--- src/rtl/hash_pkg.sv ---
package hash_pkg;
  localparam int WORD_W      = 32;
  localparam int BLK_WORDS   = 16;
  localparam int STATE_WORDS = 5;
  localparam int MD5_STEPS   = 64;
  localparam int HAS_STEPS   = 80;
  localparam int DIG_W       = WORD_W * STATE_WORDS;

  typedef enum logic {ALG_MD5 = 1'b0, ALG_HAS = 1'b1} alg_e;

  function automatic logic [31:0] rotl32(input logic [31:0] x, input logic [4:0] s);
    logic [63:0] d;
    d = {x, x} << s;
    return d[63:32];
  endfunction

  function automatic logic [31:0] bswap32(input logic [31:0] x);
    return {x[7:0], x[15:8], x[23:16], x[31:24]};
  endfunction

  function automatic logic [31:0] iv_word(input alg_e alg, input int n);
    case (n)
      0: return 32'h67452301;
      1: return 32'hefcdab89;
      2: return 32'h98badcfe;
      3: return 32'h10325476;
      default: return (alg == ALG_HAS) ? 32'hc3d2e1f0 : 32'h0;
    endcase
  endfunction

  function automatic logic [31:0] md5_k(input logic [5:0] i);
    case (i)
      6'd0:  return 32'hd76aa478; 6'd1:  return 32'he8c7b756; 6'd2:  return 32'h242070db; 6'd3:  return 32'hc1bdceee;
      6'd4:  return 32'hf57c0faf; 6'd5:  return 32'h4787c62a; 6'd6:  return 32'ha8304613; 6'd7:  return 32'hfd469501;
      6'd8:  return 32'h698098d8; 6'd9:  return 32'h8b44f7af; 6'd10: return 32'hffff5bb1; 6'd11: return 32'h895cd7be;
      6'd12: return 32'h6b901122; 6'd13: return 32'hfd987193; 6'd14: return 32'ha679438e; 6'd15: return 32'h49b40821;
      6'd16: return 32'hf61e2562; 6'd17: return 32'hc040b340; 6'd18: return 32'h265e5a51; 6'd19: return 32'he9b6c7aa;
      6'd20: return 32'hd62f105d; 6'd21: return 32'h02441453; 6'd22: return 32'hd8a1e681; 6'd23: return 32'he7d3fbc8;
      6'd24: return 32'h21e1cde6; 6'd25: return 32'hc33707d6; 6'd26: return 32'hf4d50d87; 6'd27: return 32'h455a14ed;
      6'd28: return 32'ha9e3e905; 6'd29: return 32'hfcefa3f8; 6'd30: return 32'h676f02d9; 6'd31: return 32'h8d2a4c8a;
      6'd32: return 32'hfffa3942; 6'd33: return 32'h8771f681; 6'd34: return 32'h6d9d6122; 6'd35: return 32'hfde5380c;
      6'd36: return 32'ha4beea44; 6'd37: return 32'h4bdecfa9; 6'd38: return 32'hf6bb4b60; 6'd39: return 32'hbebfbc70;
      6'd40: return 32'h289b7ec6; 6'd41: return 32'heaa127fa; 6'd42: return 32'hd4ef3085; 6'd43: return 32'h04881d05;
      6'd44: return 32'hd9d4d039; 6'd45: return 32'he6db99e5; 6'd46: return 32'h1fa27cf8; 6'd47: return 32'hc4ac5665;
      6'd48: return 32'hf4292244; 6'd49: return 32'h432aff97; 6'd50: return 32'hab9423a7; 6'd51: return 32'hfc93a039;
      6'd52: return 32'h655b59c3; 6'd53: return 32'h8f0ccc92; 6'd54: return 32'hffeff47d; 6'd55: return 32'h85845dd1;
      6'd56: return 32'h6fa87e4f; 6'd57: return 32'hfe2ce6e0; 6'd58: return 32'ha3014314; 6'd59: return 32'h4e0811a1;
      6'd60: return 32'hf7537e82; 6'd61: return 32'hbd3af235; 6'd62: return 32'h2ad7d2bb; default: return 32'heb86d391;
    endcase
  endfunction

  function automatic logic [4:0] md5_rot(input logic [1:0] rnd, input logic [1:0] col);
    case ({rnd, col})
      4'h0: return 5'd7;  4'h1: return 5'd12; 4'h2: return 5'd17; 4'h3: return 5'd22;
      4'h4: return 5'd5;  4'h5: return 5'd9;  4'h6: return 5'd14; 4'h7: return 5'd20;
      4'h8: return 5'd4;  4'h9: return 5'd11; 4'ha: return 5'd16; 4'hb: return 5'd23;
      4'hc: return 5'd6;  4'hd: return 5'd10; 4'he: return 5'd15; default: return 5'd21;
    endcase
  endfunction

  function automatic logic [4:0] has_rot_a(input logic [4:0] j);
    case (j)
      5'd0:  return 5'd5;  5'd1:  return 5'd11; 5'd2:  return 5'd7;  5'd3:  return 5'd15;
      5'd4:  return 5'd6;  5'd5:  return 5'd13; 5'd6:  return 5'd8;  5'd7:  return 5'd14;
      5'd8:  return 5'd7;  5'd9:  return 5'd12; 5'd10: return 5'd9;  5'd11: return 5'd11;
      5'd12: return 5'd8;  5'd13: return 5'd15; 5'd14: return 5'd6;  5'd15: return 5'd12;
      5'd16: return 5'd9;  5'd17: return 5'd14; 5'd18: return 5'd5;  default: return 5'd13;
    endcase
  endfunction

  function automatic logic [4:0] has_rot_b(input logic [1:0] rnd);
    case (rnd)
      2'd0: return 5'd10; 2'd1: return 5'd17; 2'd2: return 5'd25; default: return 5'd30;
    endcase
  endfunction

  function automatic logic [31:0] has_k(input logic [1:0] rnd);
    case (rnd)
      2'd0: return 32'h00000000; 2'd1: return 32'h5a827999;
      2'd2: return 32'h6ed9eba1; default: return 32'h8f1bbcdc;
    endcase
  endfunction
endpackage

--- src/rtl/hash_msg_buf.sv ---
module hash_msg_buf #(
  parameter int W     = 32,
  parameter int DEPTH = 16,
  parameter int RP    = 4,
  localparam int AW   = $clog2(DEPTH)
) (
  input  logic                 clk,
  input  logic                 we,
  input  logic [AW-1:0]        waddr,
  input  logic [W-1:0]         wdata,
  input  logic [RP-1:0][AW-1:0] raddr,
  output logic [RP-1:0][W-1:0]  rdata
);
  logic [W-1:0] mem [DEPTH];

  always_ff @(posedge clk) begin
    if (we) mem[waddr] <= wdata;
  end

  for (genvar p = 0; p < RP; p++) begin : g_rd
    assign rdata[p] = mem[raddr[p]];
  end
endmodule

--- src/rtl/hash_sched.sv ---
module hash_sched
  import hash_pkg::*;
#(
  parameter int STEP_W = 7,
  parameter int AW     = 4
) (
  input  alg_e                  alg,
  input  logic [STEP_W-1:0]     step,
  output logic [3:0][AW-1:0]    rd_idx,
  output logic                  xor_en,
  output logic [1:0]            rnd,
  output logic [4:0]            rot_a,
  output logic [4:0]            rot_b,
  output logic [31:0]           kc
);
  logic [4:0]    j;
  logic [1:0]    grp;
  logic [2:0]    j5;
  logic [AW-1:0] mult, off, k, md_idx;
  logic [1:0]    q;

  always_comb begin
    j = '0; grp = '0; j5 = '0; mult = '0; off = '0; k = '0; q = '0; md_idx = '0;
    xor_en = 1'b0; rnd = '0; rot_a = '0; rot_b = '0; kc = '0;
    rd_idx = '0;
    if (alg == ALG_MD5) begin
      rnd = step[5:4];
      case (rnd)
        2'd0: md_idx = step[3:0];
        2'd1: md_idx = 4'd5 * step[3:0] + 4'd1;
        2'd2: md_idx = 4'd3 * step[3:0] + 4'd5;
        default: md_idx = 4'd7 * step[3:0];
      endcase
      for (int p = 0; p < 4; p++) rd_idx[p] = md_idx;
      rot_a = md5_rot(rnd, step[1:0]);
      kc    = md5_k(step[5:0]);
    end else begin
      if (step < 7'd20)      begin rnd = 2'd0; j = 5'(step); end
      else if (step < 7'd40) begin rnd = 2'd1; j = 5'(step - 7'd20); end
      else if (step < 7'd60) begin rnd = 2'd2; j = 5'(step - 7'd40); end
      else                   begin rnd = 2'd3; j = 5'(step - 7'd60); end
      grp = (j < 5'd5) ? 2'd0 : (j < 5'd10) ? 2'd1 : (j < 5'd15) ? 2'd2 : 2'd3;
      j5  = 3'(j - 5'({grp, 2'b00}) - 5'(grp));
      case (rnd)
        2'd0: begin mult = 4'd1;  off = 4'd0;  end
        2'd1: begin mult = 4'd3;  off = 4'd3;  end
        2'd2: begin mult = 4'd9;  off = 4'd12; end
        default: begin mult = 4'd11; off = 4'd7; end
      endcase
      if (j5 == 3'd0) begin
        xor_en = 1'b1;
        q = grp + 2'd2;
        for (int p = 0; p < 4; p++) rd_idx[p] = mult * {q, 2'(p)} + off;
      end else begin
        k = {grp, 2'b00} + 4'(j5) - 4'd1;
        for (int p = 0; p < 4; p++) rd_idx[p] = mult * k + off;
      end
      rot_a = has_rot_a(j);
      rot_b = has_rot_b(rnd);
      kc    = has_k(rnd);
    end
  end
endmodule

--- src/rtl/hash_step.sv ---
module hash_step
  import hash_pkg::*;
(
  input  alg_e             alg,
  input  logic [1:0]       rnd,
  input  logic [4:0]       rot_a,
  input  logic [4:0]       rot_b,
  input  logic [31:0]      kc,
  input  logic [31:0]      xw,
  input  logic [4:0][31:0] cur,
  output logic [4:0][31:0] nxt
);
  logic [31:0] a, b, c, d, e, f, t;

  always_comb begin
    a = cur[0]; b = cur[1]; c = cur[2]; d = cur[3]; e = cur[4];
    if (alg == ALG_MD5) begin
      case (rnd)
        2'd0: f = (b & c) | (~b & d);
        2'd1: f = (d & b) | (~d & c);
        2'd2: f = b ^ c ^ d;
        default: f = c ^ (b | ~d);
      endcase
      t = a + f + kc + xw;
      nxt[0] = d;
      nxt[1] = b + rotl32(t, rot_a);
      nxt[2] = b;
      nxt[3] = c;
      nxt[4] = e;
    end else begin
      case (rnd)
        2'd0: f = (b & c) | (~b & d);
        2'd2: f = c ^ (b | ~d);
        default: f = b ^ c ^ d;
      endcase
      t = rotl32(a, rot_a) + f + e + xw + kc;
      nxt[0] = t;
      nxt[1] = a;
      nxt[2] = rotl32(b, rot_b);
      nxt[3] = c;
      nxt[4] = d;
    end
  end
endmodule

--- src/rtl/hash_dual_core.sv ---
module hash_dual_core
  import hash_pkg::*;
#(
  parameter int W       = 32,
  parameter int NWORDS  = 16,
  parameter int STEP_W  = 7,
  localparam int AW     = $clog2(NWORDS),
  localparam int DW     = 5 * W
) (
  input  logic          clk,
  input  logic          rst,
  input  logic          start_i,
  input  logic          mode_i,
  input  logic          blk_valid_i,
  input  logic [W-1:0]  blk_word_i,
  input  logic          blk_last_i,
  output logic          busy_o,
  output logic          done_o,
  output logic [DW-1:0] digest_o
);
  alg_e               alg_q;
  logic               busy_q, done_q, last_q;
  logic [AW-1:0]      wcnt;
  logic [STEP_W-1:0]  step, last_step;
  logic [4:0][31:0]   chain, work, nxt, sum;
  logic [DW-1:0]      dig_q, dig_new;
  logic [3:0][AW-1:0] rd_idx;
  logic [3:0][W-1:0]  rd_word;
  logic               xor_en, buf_we;
  logic [1:0]         rnd;
  logic [4:0]         rot_a, rot_b;
  logic [31:0]        kc, xw;

  assign buf_we = !busy_q && !start_i && blk_valid_i;

  hash_msg_buf #(.W(W), .DEPTH(NWORDS), .RP(4)) u_buf (
    .clk(clk), .we(buf_we), .waddr(wcnt), .wdata(blk_word_i),
    .raddr(rd_idx), .rdata(rd_word)
  );

  hash_sched #(.STEP_W(STEP_W), .AW(AW)) u_sched (
    .alg(alg_q), .step(step), .rd_idx(rd_idx), .xor_en(xor_en),
    .rnd(rnd), .rot_a(rot_a), .rot_b(rot_b), .kc(kc)
  );

  assign xw = xor_en ? (rd_word[0] ^ rd_word[1] ^ rd_word[2] ^ rd_word[3]) : rd_word[0];

  hash_step u_step (
    .alg(alg_q), .rnd(rnd), .rot_a(rot_a), .rot_b(rot_b), .kc(kc),
    .xw(xw), .cur(work), .nxt(nxt)
  );

  assign last_step = (alg_q == ALG_HAS) ? STEP_W'(HAS_STEPS - 1) : STEP_W'(MD5_STEPS - 1);

  always_comb begin
    for (int n = 0; n < 5; n++) sum[n] = chain[n] + nxt[n];
    if (alg_q == ALG_HAS)
      dig_new = {bswap32(sum[0]), bswap32(sum[1]), bswap32(sum[2]),
                 bswap32(sum[3]), bswap32(sum[4])};
    else
      dig_new = {32'h0, bswap32(sum[0]), bswap32(sum[1]),
                 bswap32(sum[2]), bswap32(sum[3])};
  end

  always_ff @(posedge clk) begin
    if (rst) begin
      alg_q  <= ALG_MD5;
      busy_q <= 1'b0;
      done_q <= 1'b0;
      last_q <= 1'b0;
      wcnt   <= '0;
      step   <= '0;
      chain  <= '0;
      work   <= '0;
      dig_q  <= '0;
    end else begin
      done_q <= 1'b0;
      if (!busy_q) begin
        if (start_i) begin
          alg_q <= alg_e'(mode_i);
          wcnt  <= '0;
          for (int n = 0; n < 5; n++) chain[n] <= iv_word(alg_e'(mode_i), n);
        end else if (blk_valid_i) begin
          wcnt <= wcnt + 1'b1;
          if (wcnt == AW'(NWORDS - 1)) begin
            busy_q <= 1'b1;
            step   <= '0;
            last_q <= blk_last_i;
            work   <= chain;
          end
        end
      end else begin
        work <= nxt;
        step <= step + 1'b1;
        if (step == last_step) begin
          busy_q <= 1'b0;
          chain  <= sum;
          if (last_q) begin
            done_q <= 1'b1;
            dig_q  <= dig_new;
          end
        end
      end
    end
  end

  assign busy_o   = busy_q;
  assign done_o   = done_q;
  assign digest_o = dig_q;
endmodule

--- config.mk ---
export PLATFORM = sky130hd
export DESIGN_NAME = hash_dual_core
export DESIGN_NICKNAME = d
export VERILOG_FILES = /design/src/rtl/hash_pkg.sv /design/src/rtl/hash_msg_buf.sv /design/src/rtl/hash_sched.sv /design/src/rtl/hash_step.sv /design/src/rtl/hash_dual_core.sv
export SDC_FILE = /design/constraint.sdc
export NUM_CORES = 2
export LEC_CHECK = 0
export BUFFER_PORTS_ARGS = -buffer_cell sky130_fd_sc_hd__buf_4
export CAP_MARGIN = 10
export CORE_AREA = 10 10 419 421
export DETAILED_ROUTE_END_ITERATION = 7
export DIE_AREA = 0 0 429 431
export PLACE_DENSITY_LB_ADDON = 0.05
export SLEW_MARGIN = 25
export SYNTH_ARGS = -nofsm -noshare
export SYNTH_HDL_FRONTEND = slang
export SYNTH_SLANG_ARGS = --single-unit
--- constraint.sdc ---
create_clock -name clk -period 44 [get_ports clk]
set_input_delay 2.2 -clock clk [delete_from_list [all_inputs] [get_ports clk]]
set_output_delay 2.2 -clock clk [all_outputs]
set_load 0.05 [all_outputs]
==> impl_results.md <==
* First-pass GRT wire length at 517000 µm
* Worst setup SP type: register
* Layout cells sized above 1 at 0.0767
* Worst EP required at 44670 ps
* Num CTS Buffers at 121
* Pin count of the biggest net entering global routing at 188
* GRT Overall Usage at 0.368
* Tot Pwr at 3.15 mW
* Final Non-Filler Cells at 12700
* Share of synthesized cell area in and, or, nand and nor gates at 0.239
* Slew HR at 0.160
* Post-Syn Area at 0.0830 mm²
* Final Max Tran Viols at 0
* Clk slew on worst S/H paths at 60 ps
* GPL Wtd Cong at 1.02
* Die X-Extent at 429 µm
* Remaining DRCs at 0
* # setup viols final at 0
* Period minus WS final at 23850 ps
* Wirelength per Cell at 28.2 µm
* Combinational fraction of design power at 0.332
* Core area at 0.167 mm²
* Initial antenna violation count at 6
* Buffers & Inverters on Critical Path at 10
* Row cnt at 150
* Max stage delay on crit path at 870 ps
* Maxcap violations at 0
* Crit path max fanout at 70
* DP HPWL at 248000 µm
* Initial Utilization at 0.498
* Vert. Die Dim at 431 µm
* Htree depth at 3
* Xor/xnor share of the synthesized area at 0.0434
* Worst Tran Pin Value at 1250 ps
* Sw power at 1.17 mW
* Worst Hold Depth at 2
* Flop pwr share at 0.328
* Synthesis Warnings at 0
* Switch share at 0.370
* Number of synthesized flops with an enable pin at 512
* FFs w/ async S/R, synth at 0
* Main combinational cell family by area after synthesis: simple AND/OR/NAND/NOR gates
* Reg2reg path depth at 88
* Via density per instance at 6.47
* Drt pass-1 iters at 7
* Pleak at 35.8 nW
* Skew-Pair Late Insertion Delay at 830 ps
* Routed Wire Length at 358000 µm
* Fin crit share at 0.542
* Post-synthesis adder-cell area fraction at 0.0867
* Cts repair resizes at 0
* Most frequent CP cell: o21ai_0
* Clk pwr share at 0.340
* Vias in the first global route at 75400
* Root Driver: clkbuf_16
* Area growth from synthesis to layout at 8.86%
* Final Hold Vio Count at 0
* Synthesized flop and latch total at 1044
* Placed cells at 12500
* Die area at 0.185 mm²
* Register area share after synthesis at 0.313
* FILL cells at 15800
* Grt ovf at 0
* Final nets at 10900
* Tightest Hold Check Type: reg -> reg
* Cell area power density at 34.8 mW/mm²
* Clock skew at 69.5 ps
* Outcome: completed
* Post-synth net total at 11200
* Boundary Pins at 200
* Routed via count at 82300
* Clock buffer depth at 3
* Delay-heaviest family, CP: compound AO/OA/AOI/OAI gates
* RSZ-0062 raised after global routing: no
* Cells after Synth at 10700
* Initial drt markers at 9402
* Fmax at 41.9 MHz
* CP Capture Type: register
* Maximum vdd drop at 0.0475 mV
* CP arrival at 24520 ps
* Netlist cell types at 103
* DRT antenna net count at 0
* Top FF cell, synth: dfxtp_1
* Post-CTS setup repair buffer count at 0
* Area fraction in compound gates after synthesis at 0.177
* WS Path Type: reg -> reg
* Clock sink total at 1044
* Synth Area per Inst at 7.74 µm²
* Hold_buf cts at 0
* Int Pwr at 1.98 mW
* Port bufs at 199
* Cell count along the critical path at 88
* Setup TNS at 0 ps
* Hold slack at 461 ps
* Crit-path slowest cell: o41ai_1
* CTS tree: built
* Mux cell area share after synthesis at 0.0857
-- layout make-up --
type                       instances  area [µm²]  share of cell area
multi-input combinational       8500       53100               0.587
sequential                      1044       26000               0.288
clock buffer                     153        3380              0.0373
timing repair buffer             389        3050              0.0338
tap                             2204        2760              0.0305
inverter                         343        1290              0.0143
clock inverter                    73         793             0.00877
antenna                            2        5.00           0.0000554
-- cells by family after synthesis --
kind of cell,count (synthesis)
buffers and inverters,1190
AO/OA/AOI/OAI,2248
adder cells (fa/ha/maj),476
AND/OR/NAND/NOR,4707
XOR/XNOR,397
flip-flops,1044
multiplexers,672
-- final timing paths --
check                    start      endpoint  slack [ps]
hold / removal    digest_o[14]  digest_o[14]         460
setup / recovery       step[4]  digest_o[71]       20150
setup reg to reg       step[4]  digest_o[71]       20150
hold reg to reg   digest_o[14]  digest_o[14]         460
-- registers in the layout, indices dropped and copies added, names as in the netlist, named ones only --
name       flops
done_o         1
u_buf.mem    512
work         160
last_q         1
chain        160
alg_q          1
busy_o         1
digest_o     160
wcnt           4
step           7
-- layout by cell type (no fill, tap or decap), drive strengths merged, types with 37 or more instances in the layout --
cell / instances
a211oi: 150
a21o: 106
a21oi: 656
a311oi: 310
a31oi: 213
and3: 168
buf: 389
clkbuf: 153
clkinv: 49
dfxtp: 532
edfxtp: 512
fa: 166
ha: 309
inv: 347
mux2: 71
mux2i: 578
nand2: 2501
nand3: 746
nand3b: 37
nor2: 880
nor3: 216
o211ai: 41
o21a: 47
o21ai: 400
o31ai: 52
xnor2: 278
xor2: 111
-- through the flow --
step           area (µm²)  setup WS [ps]   util
2_1_floorplan       83000          25110      -
3_3_place_gp        86200          20680  0.517
3_5_place_dp        86200          20560  0.517
4_1_cts             90400          20430  0.542
5_1_grt             90400          18180  0.542
6_report            90400          20150  0.542
-- power groups by stage --
stage                     registers, mW  logic [mW]  clock network, mW
after floorplan                    1.05       0.627                  0
after global placement             1.05        1.01                  0
after detailed placement           1.05        1.01                  0
after CTS                          1.03        1.02               1.08
after global routing               1.03        1.10               1.12
final                              1.03        1.05               1.07
-- tightest hold or removal path, delay by kind of cell (launching register included) --
kind               cells  cell delay (ps)
AOI/OAI and AO/OA      1               50
DFF                    1              310
and+or+nand+nor        1               50
-- cells in the mapped netlist, drive strengths merged, types with 23 or more instances --
library cell | number | area share
fa | 166 | 0.040
a211oi | 150 | 0.014
nand3b | 37 | 0.0033
o31ai | 52 | 0.0048
mux4 | 23 | 0.0062
nand3 | 746 | 0.045
o21bai | 30 | 0.0028
mux2 | 71 | 0.0096
o21a | 47 | 0.0042
inv | 338 | 0.015
nand2 | 2501 | 0.11
ha | 309 | 0.047
a22oi | 31 | 0.0029
a31oi | 213 | 0.016
o21ai | 400 | 0.024
mux2i | 578 | 0.070
edfxtp | 512 | 0.19
nand2b | 33 | 0.0025
a21oi | 656 | 0.040
nor2 | 880 | 0.040
xor2 | 111 | 0.012
nor3 | 216 | 0.013
and3 | 168 | 0.013
or3 | 26 | 0.0020
o211ai | 41 | 0.0037
buf | 180 | 0.0085
a21o | 106 | 0.0096
clkbuf | 667 | 0.030
a221oi | 31 | 0.0034
dfxtp | 532 | 0.13
a311oi | 310 | 0.033
o2111ai | 33 | 0.0035
nor2b | 26 | 0.0020
xnor2 | 278 | 0.029
-- routing by layer --
| layer | up-vias | wire [µm] | global-route usage | part of all wire |
|---|---|---|---|---|
| met3 | 955 | 30700 | 0.0608 | 0.086 |
| met4 | 6 | 29300 | 0.254 | 0.082 |
| met5 | - | 40 | 0 | 0.00011 |
| met2 | 4383 | 161000 | 0.590 | 0.45 |
| met1 | 39700 | 137000 | 0.452 | 0.38 |
| li1 | 37200 | - | - | - |
Power figures use the tool's default switching activity.
